<file path="src/rtl/intc_pkg.sv">
package intc_pkg;
  localparam int REG_W      = 32;
  localparam int SLOT_W     = 4;
  localparam int FAST_LVLS  = 2;
  localparam int OFF_FAST   = 'h00;
  localparam int OFF_NORM   = 'h08;
  localparam int OFF_ENTRY  = 'h14;
  localparam int OFF_EN     = 'h18;
  localparam int OFF_CTL    = 'h20;
  localparam int OFF_BASE   = 'h24;
  localparam int OFF_PRIO   = 'h30;
endpackage

</file>
<file path="src/rtl/intc_edge_pend.sv">
module intc_edge_pend #(
  parameter int N = 64
) (
  input  logic         clk,
  input  logic         rst,
  input  logic [N-1:0] src,
  input  logic [N-1:0] clr,
  output logic [N-1:0] pend,
  output logic [N-1:0] rise
);
  logic [N-1:0] src_q;

  assign rise = src & ~src_q;

  always_ff @(posedge clk) begin
    if (rst) begin
      src_q <= '0;
      pend  <= '0;
    end else begin
      src_q <= src;
      pend  <= (pend & ~clr) | rise;   // a new edge beats a clear
    end
  end
endmodule

</file>
<file path="src/rtl/intc_prio_arb.sv">
module intc_prio_arb #(
  parameter int N  = 64,
  parameter int PW = 3,
  localparam int IW = $clog2(N)
) (
  input  logic [N-1:0]    cand,
  input  logic [N*PW-1:0] prio,
  output logic            found,
  output logic [IW-1:0]   idx
);
  logic [PW-1:0] best;

  always_comb begin
    found = 1'b0;
    idx   = '0;
    best  = '1;
    for (int i = 0; i < N; i++) begin
      // strict compare keeps the lower index on a tie
      if (cand[i] && (!found || prio[i*PW +: PW] < best)) begin
        found = 1'b1;
        idx   = IW'(i);
        best  = prio[i*PW +: PW];
      end
    end
  end
endmodule

</file>
<file path="src/rtl/intc_regbank.sv">
module intc_regbank
  import intc_pkg::*;
#(
  parameter int N  = 64,
  parameter int AW = 8,
  parameter int PW = 3
) (
  input  logic             clk,
  input  logic             rst,
  input  logic             bus_wr,
  input  logic             bus_rd,
  input  logic [AW-1:0]    bus_addr,
  input  logic [REG_W-1:0] bus_wdata,
  input  logic [N-1:0]     pend,
  input  logic [N-1:0]     fast_route,
  input  logic [REG_W-1:0] entry,
  output logic [REG_W-1:0] bus_rdata,
  output logic [N-1:0]     en,
  output logic [N-1:0]     clr,
  output logic [N*PW-1:0]  prio,
  output logic [REG_W-1:0] base,
  output logic             freeze
);
  localparam int NW  = N / REG_W;
  localparam int SPR = REG_W / SLOT_W;
  localparam int NP  = N / SPR;

  logic [REG_W-1:0] rd_mux;

  function automatic logic hit(input logic [AW-1:0] a, input int off);
    return a == AW'(off);
  endfunction

  always_comb begin
    clr = '0;
    for (int w = 0; w < NW; w++) begin
      if (bus_wr && hit(bus_addr, OFF_FAST + 4*w))
        clr[w*REG_W +: REG_W] = bus_wdata & fast_route[w*REG_W +: REG_W];
      if (bus_wr && hit(bus_addr, OFF_NORM + 4*w))
        clr[w*REG_W +: REG_W] = bus_wdata & ~fast_route[w*REG_W +: REG_W];
    end
  end

  always_comb begin
    rd_mux = '0;
    for (int w = 0; w < NW; w++) begin
      if (hit(bus_addr, OFF_FAST + 4*w))
        rd_mux = pend[w*REG_W +: REG_W] & fast_route[w*REG_W +: REG_W];
      if (hit(bus_addr, OFF_NORM + 4*w))
        rd_mux = pend[w*REG_W +: REG_W] & ~fast_route[w*REG_W +: REG_W];
      if (hit(bus_addr, OFF_EN + 4*w))
        rd_mux = en[w*REG_W +: REG_W];
    end
    if (hit(bus_addr, OFF_ENTRY)) rd_mux = entry;
    if (hit(bus_addr, OFF_CTL))   rd_mux = {{(REG_W-1){1'b0}}, freeze};
    if (hit(bus_addr, OFF_BASE))  rd_mux = base;
    for (int r = 0; r < NP; r++) begin
      if (hit(bus_addr, OFF_PRIO + 4*r)) begin
        for (int s = 0; s < SPR; s++)
          rd_mux[s*SLOT_W +: PW] = prio[(r*SPR+s)*PW +: PW];
      end
    end
  end

  always_ff @(posedge clk) begin
    if (rst) begin
      en        <= '0;
      prio      <= '0;
      base      <= '0;
      freeze    <= 1'b0;
      bus_rdata <= '0;
    end else begin
      bus_rdata <= bus_rd ? rd_mux : '0;
      if (bus_wr) begin
        for (int w = 0; w < NW; w++)
          if (hit(bus_addr, OFF_EN + 4*w)) en[w*REG_W +: REG_W] <= bus_wdata;
        for (int r = 0; r < NP; r++) begin
          if (hit(bus_addr, OFF_PRIO + 4*r)) begin
            for (int s = 0; s < SPR; s++)
              prio[(r*SPR+s)*PW +: PW] <= bus_wdata[s*SLOT_W +: PW];
          end
        end
        if (hit(bus_addr, OFF_CTL))  freeze <= bus_wdata[0];
        if (hit(bus_addr, OFF_BASE)) base   <= bus_wdata;
      end
    end
  end
endmodule

</file>
<file path="src/rtl/prio_vec_intc.sv">
module prio_vec_intc
  import intc_pkg::*;
#(
  parameter int N  = 64,
  parameter int AW = 8,
  parameter int PW = 3
) (
  input  logic             clk,
  input  logic             rst,
  input  logic [N-1:0]     src,
  input  logic             bus_wr,
  input  logic             bus_rd,
  input  logic [AW-1:0]    bus_addr,
  input  logic [REG_W-1:0] bus_wdata,
  output logic [REG_W-1:0] bus_rdata,
  output logic             irq_req,
  output logic             fiq_req
);
  localparam int IW = $clog2(N);

  logic [N-1:0]     pend, rise, clr, en, fast_route, norm_cand, fast_cand;
  logic [N*PW-1:0]  prio;
  logic [REG_W-1:0] base, entry_q;
  logic             freeze, win_found;
  logic [IW-1:0]    win_idx;

  intc_edge_pend #(.N(N)) u_pend (
    .clk(clk), .rst(rst), .src(src), .clr(clr), .pend(pend), .rise(rise)
  );

  intc_regbank #(.N(N), .AW(AW), .PW(PW)) u_regs (
    .clk(clk), .rst(rst), .bus_wr(bus_wr), .bus_rd(bus_rd),
    .bus_addr(bus_addr), .bus_wdata(bus_wdata), .pend(pend),
    .fast_route(fast_route), .entry(entry_q), .bus_rdata(bus_rdata),
    .en(en), .clr(clr), .prio(prio), .base(base), .freeze(freeze)
  );

  for (genvar i = 0; i < N; i++) begin : g_route
    assign fast_route[i] = prio[i*PW +: PW] < PW'(FAST_LVLS);
  end

  assign fast_cand = pend & en & fast_route;
  assign norm_cand = pend & en & ~fast_route;

  intc_prio_arb #(.N(N), .PW(PW)) u_arb (
    .cand(norm_cand), .prio(prio), .found(win_found), .idx(win_idx)
  );

  always_ff @(posedge clk) begin
    if (rst) begin
      irq_req <= 1'b0;
      fiq_req <= 1'b0;
      entry_q <= '0;
    end else if (!freeze) begin
      irq_req <= |norm_cand;
      fiq_req <= |fast_cand;
      entry_q <= win_found ? base + ((REG_W'(win_idx) + REG_W'(1)) << 2) : base;
    end
  end
endmodule

</file>
<file path="config.mk">
export PLATFORM = sky130hd
export DESIGN_NAME = prio_vec_intc
export DESIGN_NICKNAME = d
export VERILOG_FILES = /design/src/rtl/intc_pkg.sv /design/src/rtl/intc_edge_pend.sv /design/src/rtl/intc_prio_arb.sv /design/src/rtl/intc_regbank.sv /design/src/rtl/prio_vec_intc.sv
export SDC_FILE = /design/constraint.sdc
export NUM_CORES = 2
export LEC_CHECK = 0
export BUFFER_PORTS_ARGS = -buffer_cell sky130_fd_sc_hd__buf_4
export CAP_MARGIN = 20
export CORE_MARGIN = 4
export CORE_UTILIZATION = 45
export DETAILED_ROUTE_END_ITERATION = 8
export GPL_TIMING_DRIVEN = 0
export PLACE_DENSITY = 0.71
export SLEW_MARGIN = 20
export SYNTH_ARGS = -nofsm -noshare
export SYNTH_HDL_FRONTEND = slang
export SYNTH_SLANG_ARGS = --single-unit
</file>
<file path="constraint.sdc">
create_clock -name clk -period 226.1 [get_ports clk]
set_input_delay 11.305 -clock clk [delete_from_list [all_inputs] [get_ports clk]]
set_output_delay 11.305 -clock clk [all_outputs]
set_load 0.01 [all_outputs]
</file>
# Word level (Yosys, flattened, before mapping)
# Index checks and enable logic that the tools add are counted.
[op_classes]
reduce_logical = 209
n_addsub = 2
magnitude_cmp = 127
mux = 268
n_eq_ne = 16
n_bitwise = 20
[ops]
columns = ["op", "n"]
rows = [
  ["32-bit two-way mux", 14],
  ["3-bit two-way mux", 131],
  ["64-bit AND", 5],
  ["32-bit AND", 8],
  ["3-bit by 2-bit less-than comparator with 1-bit output (second input constant)", 64],
  ["6-bit two-way mux", 32],
  ["64-bit inverter", 3],
  ["3-bit less-than comparator", 63],
  ["64-bit OR reduction", 2],
  ["5-bit two-way mux", 16],
  ["1-bit logical AND", 67],
  ["1-bit two-way mux", 65],
  ["32-bit inverter", 2],
  ["64-bit bitwise OR", 1],
  ["1-bit zero test", 63],
  ["1-bit logical OR", 63],
  ["8-bit by 6-bit equality test with 1-bit output (second input constant)", 6],
  ["32-bit by 9-bit adder with 32-bit output", 1],
  ["8-bit by 7-bit equality test with 1-bit output (second input constant)", 4],
  ["4-bit two-way mux", 8],
  ["8-bit by 5-bit equality test with 1-bit output (second input constant)", 3],
  ["2-bit AND reduction", 12],
  ["8-bit by 4-bit equality test with 1-bit output (second input constant)", 2],
  ["8-bit by 3-bit equality test with 1-bit output (second input constant)", 1],
  ["other kinds (5)", 6],
]
[word_totals]
register_bits = 483

# Longest topological paths before layout
[logic_depth]
depth_word = 259
mapped_depth = 496
depth_no_buf = 491

# Modules after synthesis
# A second synthesis with hierarchy kept.
[unflattened]
hier_cells = 4968
hier_area_um2 = 36193.5
[modules_own_cells]
columns = ["module", "area_per_inst_um2", "n_inst", "cells_per_inst", "seq_area_each_um2"]
rows = [
  ["intc_regbank", 16794.9, 1, 2297, 6426.2],
  ["intc_prio_arb", 11110.7, 1, 1716, 0.0],
  ["intc_edge_pend", 4526.8, 1, 398, 2562.5],
  ["prio_vec_intc", 3761.1, 1, 557, 680.7],
]

# Least setup slack after synthesis
# OpenSTA, ideal clock, no wires.
[synth_path]
path_type = "register to register"
start = "reg u_regs.prio[2]"
end = "reg entry_q[26]"
path_buffers = 6
path_stages_with_launch = 468
arrival_time_ns = 77.256
path_slack_ns = 148.717
required_time_ns = 225.972
cell_sequence = "dfxtp_1 > buf_2 > o211ai_4 > nor2_1 > ha_1 > nand3_1 > nand2b_1 > o21ai_0 > a21oi_1 > nor3_1 > a21oi_1 > inv_1 > ha_1 > a21boi_2 > a311oi_1 > mux2i_1 > ha_1 > nor2_1 > (+432 left out) > o221ai_1 > a21bo_1 > nor3_1 > nor2_1 > ha_1 > o21ai_0 > nand2b_1 > a21o_1 > a21o_1 > a21oi_1 > nor2_1 > nand4_1 > nor3_1 > nand4_1 > xor2_1 > nor2_1 > a21oi_1 > nor2_1"
[synth_between]
elab_chain_len = 259
[synth_lines]
columns = ["item", "line", "source"]
rows = [
  ["start, declared", "intc_regbank.sv:20", "output logic [N*PW-1:0] prio,"],
  ["start signal, assigned by index", "intc_regbank.sv:80", "prio[(r*SPR+s)*PW +: PW] <= bus_wdata[s*SLOT_W +: PW];"],
  ["3-bit by 2-bit less-than comparator with 1-bit output", "prio_vec_intc.sv:39", "assign fast_route[i] = prio[i*PW +: PW] < PW'(FAST_LVLS);"],
  ["64-bit inverter", "prio_vec_intc.sv:43", "assign norm_cand = pend & en & ~fast_route;"],
  ["64-bit AND", "prio_vec_intc.sv:43", ""],
  ["3-bit two-way mux or 1-bit two-way mux (tied branches)", "intc_prio_arb.sv:19", "if (cand[i] && (!found || prio[i*PW +: PW] < best)) begin"],
  ["3-bit less-than comparator or 1-bit zero test (tied branches)", "intc_prio_arb.sv:19", ""],
  ["1-bit logical OR", "intc_prio_arb.sv:19", ""],
  ["1-bit logical AND", "intc_prio_arb.sv:19", ""],
  ["3-bit two-way mux or 1-bit two-way mux (tied branches)", "intc_prio_arb.sv:19", ""],
  ["(+243 left out)", "-", ""],
  ["3-bit two-way mux or 1-bit two-way mux (tied branches)", "intc_prio_arb.sv:19", ""],
  ["3-bit less-than comparator or 1-bit zero test (tied branches)", "intc_prio_arb.sv:19", ""],
  ["1-bit logical OR", "intc_prio_arb.sv:19", ""],
  ["1-bit logical AND", "intc_prio_arb.sv:19", ""],
  ["6-bit two-way mux", "intc_prio_arb.sv:19", ""],
  ["6-bit by 1-bit adder with 7-bit output", "prio_vec_intc.sv:57", "entry_q <= win_found ? base + ((REG_W'(win_idx) + REG_W'(1)) << 2) : base;"],
  ["32-bit by 9-bit adder with 32-bit output", "prio_vec_intc.sv:57", ""],
  ["32-bit two-way mux *", "prio_vec_intc.sv:57", ""],
  ["end signal, assigned", "prio_vec_intc.sv:57", ""],
  ["end, declared", "prio_vec_intc.sv:23", "logic [REG_W-1:0] base, entry_q;"],
]
# Every way passes the cells marked *; elsewhere a longest branch is shown, timed or not.
# A chain may end at the register's enable or synchronous reset.

# Worst setup path in the final report
[layout_path]
start = "reg u_regs.prio[2]"
end = "reg entry_q[30]"
# The elaborated chain is that of the path after synthesis.

==> impl_metrics.csv <==
group,metric,value,unit
final_layout,drive_gt1_frac,0.07809,
timing,hold_slack,0.4882,ns
place,dp_cells,5746,
final_layout,multi_input_area,21960,µm²
timing,rsz0062_at_grt,"no",
critical_path,path_max_fanout,10,
timing,finalMaxSlewViolations,0,
synth,synth-async-reset-ratio,0,
flow_run,drv_cap,0,
timing,final.min_clock_period,93.77,ns
clock_network,clockBufferDepth,3,
global_routing,grt_max_degree,17,
critical_path,crit_required,226.64,ns
synth,yosysSeqAreaShare,0.2911,
critical_path,reg2reg_depth,470,
global_routing,antenna_found_initial,8,
timing,hold_viol_final,0,
drt,viasPerCell,6.760,
die,fp-row-count,99,
drt,drcViolationCount,0,
synth,synth_cells,4645,
critical_path,regToRegEndpoint,"entry_q[30]$_SDFFE_PP0N_",
place,portBuffers,140,
drt,firstDrtPassIters,9,
critical_path,regToRegSetupSlack,132.33,ns
drt,via_count,39581,
final_layout,area_delta_synth_final,12.84,%
clock_network,htreeDepth,2,
timing,tns,0,ns
critical_path,worstSetupPathType,"flop to flop",
timing,relSlewSlack,0.1043,
final_layout,final_util,0.5128,
power,peakVddDrop,5.911,µV
die,io_pins,142,
drt,drt_iter0_markers,6753,
synth,syn_area_per_cell,7.150,µm²
timing,worst-slew-pin-transition,1.344,ns
global_routing,grt_overflow_total,0,
power,power.leakage,14.32,nW
clock_network,clockRootBuffer,"clkbuf_16",
final_layout,num-fill-cells,7290,
die,initial_core_util,0.4544,
synth,ys.flop_type,"dfxtp_1",
clock_network,clk_latency,0.68,ns
clock_network,hold_buffers,0,
timing,max_freq,10.66,MHz
die,die_h,279.7,µm
clock_network,cts_sinks,483,
drt,wl_per_cell,28.59,µm
synth,synth_nets,4825,
synth,synth_edf_count,0,
critical_path,cp_slowest_stage_delay,0.85,ns
synth,synth-seq-cells,483,
critical_path,arrival,94.31,ns
power,p_per_area,5.276,nW/µm²
drt,ant_nets,0,
critical_path,endpoint_kind,"flop",
synth,ys_types,123,
synth,synth_top_area_share,0.2911,
synth,synth_top_area_cell,"dfxtp_1",
critical_path,cpMostUsedCell,"ha_1",
synth,yosys_warnings,0,
place,dp_hpwl,128.0,mm
timing,setup_viol,0,
die,core_area,73080,µm²
clock_network,cts_made_buffers,55,
place,gp_congestion,1.152,
min_path,min_from,"entry_q[12]$_SDFFE_PP0N_",
final_layout,register_area,9669,µm²
critical_path,worst_setup_path_start_kind,"flop",
global_routing,grt_first_pass_wirelength,235.4,mm
timing,fin_worst_skew,0.02456,ns
min_path,hold_depth,2,
clock_network,cts-resized-gates,0,
clock_network,clk_pin_slew,0.07,ns
min_path,min_to,"entry_q[12]$_SDFFE_PP0N_",
timing,fin_crit_sh,0.4147,
global_routing,grt_pass1_vias,34825,
synth,synth_area_leaders,"dfxtp_1, a21oi_1, nand2_1, nor2_1, nand3_1",
global_routing,track_usage,0.4050,
critical_path,timing.rr.start,"u_regs.prio[2]$_SDFFE_PP0P_",
die,die_area,78220,µm²
clock_network,cts_tree,"yes",
run_status,run_status,"complete, no violations",
clock_network,cts_setup_buffers,0,
die,fp.dieW,279.7,µm
final_layout,stdcell_count,5855,
final_layout,final_nets,5025,
min_path,hold_class,"flop to flop",
critical_path,crit_slowest_cell,"a311oi_4",
synth,syn_area,33210,µm²
drt,drt-total-wl,167.4,mm
[kinds of logic (layout without fill, tap and decap cells)]
| group | Yosys count | after routing | synth area share |
|---|---|---|---|
| compound gates | 1525 | 1525 | 0.3146 |
| xor+xnor | 20 | 20 | 0.005274 |
| fa+ha+maj | 77 | 77 | 0.02886 |
| buf+inv | 413 | 660 | 0.04792 |
| flops | 483 | 483 | 0.2911 |
| mux | 104 | 104 | 0.03304 |
| other cells | 0 | 4 | 0 |
| simple gates | 2023 | 2023 | 0.2792 |
[Yosys cell counts, types with 71 or more instances]
cell,number
nand2_1,837
a21oi_1,632
dfxtp_1,483
nor2_1,423
clkbuf_1,247
nand3_1,217
nor2b_1,159
inv_1,136
o21ai_0,135
o211ai_1,91
nand2b_1,84
mux2i_1,77
a21o_1,72
ha_1,71
[how the worst max path moves through the flow]
stage / startpoint / endpoint / slack [ns]
2_1_floorplan: u_regs.prio[2]$_SDFFE_PP0P_ / entry_q[26]$_SDFFE_PP0N_ / 148.72
3_3_place_gp: u_regs.prio[2]$_SDFFE_PP0P_ / entry_q[30]$_SDFFE_PP0N_ / 135.85
3_5_place_dp: u_regs.prio[2]$_SDFFE_PP0P_ / entry_q[30]$_SDFFE_PP0N_ / 135.07
4_1_cts: u_regs.prio[2]$_SDFFE_PP0P_ / entry_q[30]$_SDFFE_PP0N_ / 134.61
5_1_grt: u_regs.prio[2]$_SDFFE_PP0P_ / entry_q[26]$_SDFFE_PP0N_ / 125.02
6_report: u_regs.prio[2]$_SDFFE_PP0P_ / entry_q[30]$_SDFFE_PP0N_ / 132.33
[layer usage]
metal | track usage | up-vias | wire, µm
met1 | 0.5233 | 18450 | 62680
li1 | - | 17199 | -
met4 | 0.2581 | 14 | 14170
met3 | 0.1693 | 763 | 26980
met2 | 0.5514 | 3155 | 63370
met5 | 0.01282 | - | 216
[sequential cells by signal, summed over array words and instances, names as in the netlist]
signal	cells
u_regs.en	64
u_regs.freeze	1
u_regs.prio	192
u_pend.pend	64
irq_req	1
u_regs.bus_rdata	32
entry_q	32
fiq_req	1
u_pend.src_q	64
u_regs.base	32
[power by group]
group          switching [mW]  internal, mW  total (mW)
Clock                  0.0421        0.0548      0.0969
Combinational         0.00875       0.00317      0.0119
Sequential            0.00222        0.0867      0.0889
Total                  0.0531         0.145       0.198
[final cells by class]
cell class	count	area share
Sequential cell	483	0.2580
Buffer	276	0.02941
Clock inverter	34	0.01172
Multi-Input combinational cell	3749	0.5861
Timing Repair Buffer	143	0.02948
Antenna cell	4	0.0002671
Clock buffer	70	0.03930
Inverter	137	0.01372
Tap cell	959	0.03202
[metrics by stage]
step	instance area, µm²	total power [mW]	setup WS (ns)
floorplan	33210	0.09371	148.72
global placement	35460	0.1011	135.85
detailed placement	35540	0.1013	135.07
CTS	37450	0.1951	134.61
global route	37470	0.1997	125.02
finish	37480	0.1977	132.33
[layout by cell type (no fill, tap or decap), types with 77 or more instances in the layout]
cell type,n
nand2_1,837
a21oi_1,632
dfxtp_1,483
nor2_1,423
clkbuf_1,238
nand3_1,217
nor2b_1,159
buf_4,144
inv_1,136
o21ai_0,134
o211ai_1,91
nand2b_1,84
mux2i_1,77
[critical path, delay by kind of cell (launching register included)]
family          cells  cell delay [ns]
compound gates    190            42.68
xor+xnor            1             0.16
fa+ha+maj          63            16.59
buf+inv            55             4.81
flops               1             0.31
mux                26             7.25
simple gates      135            21.66
(Power assumes the default switching activity.)
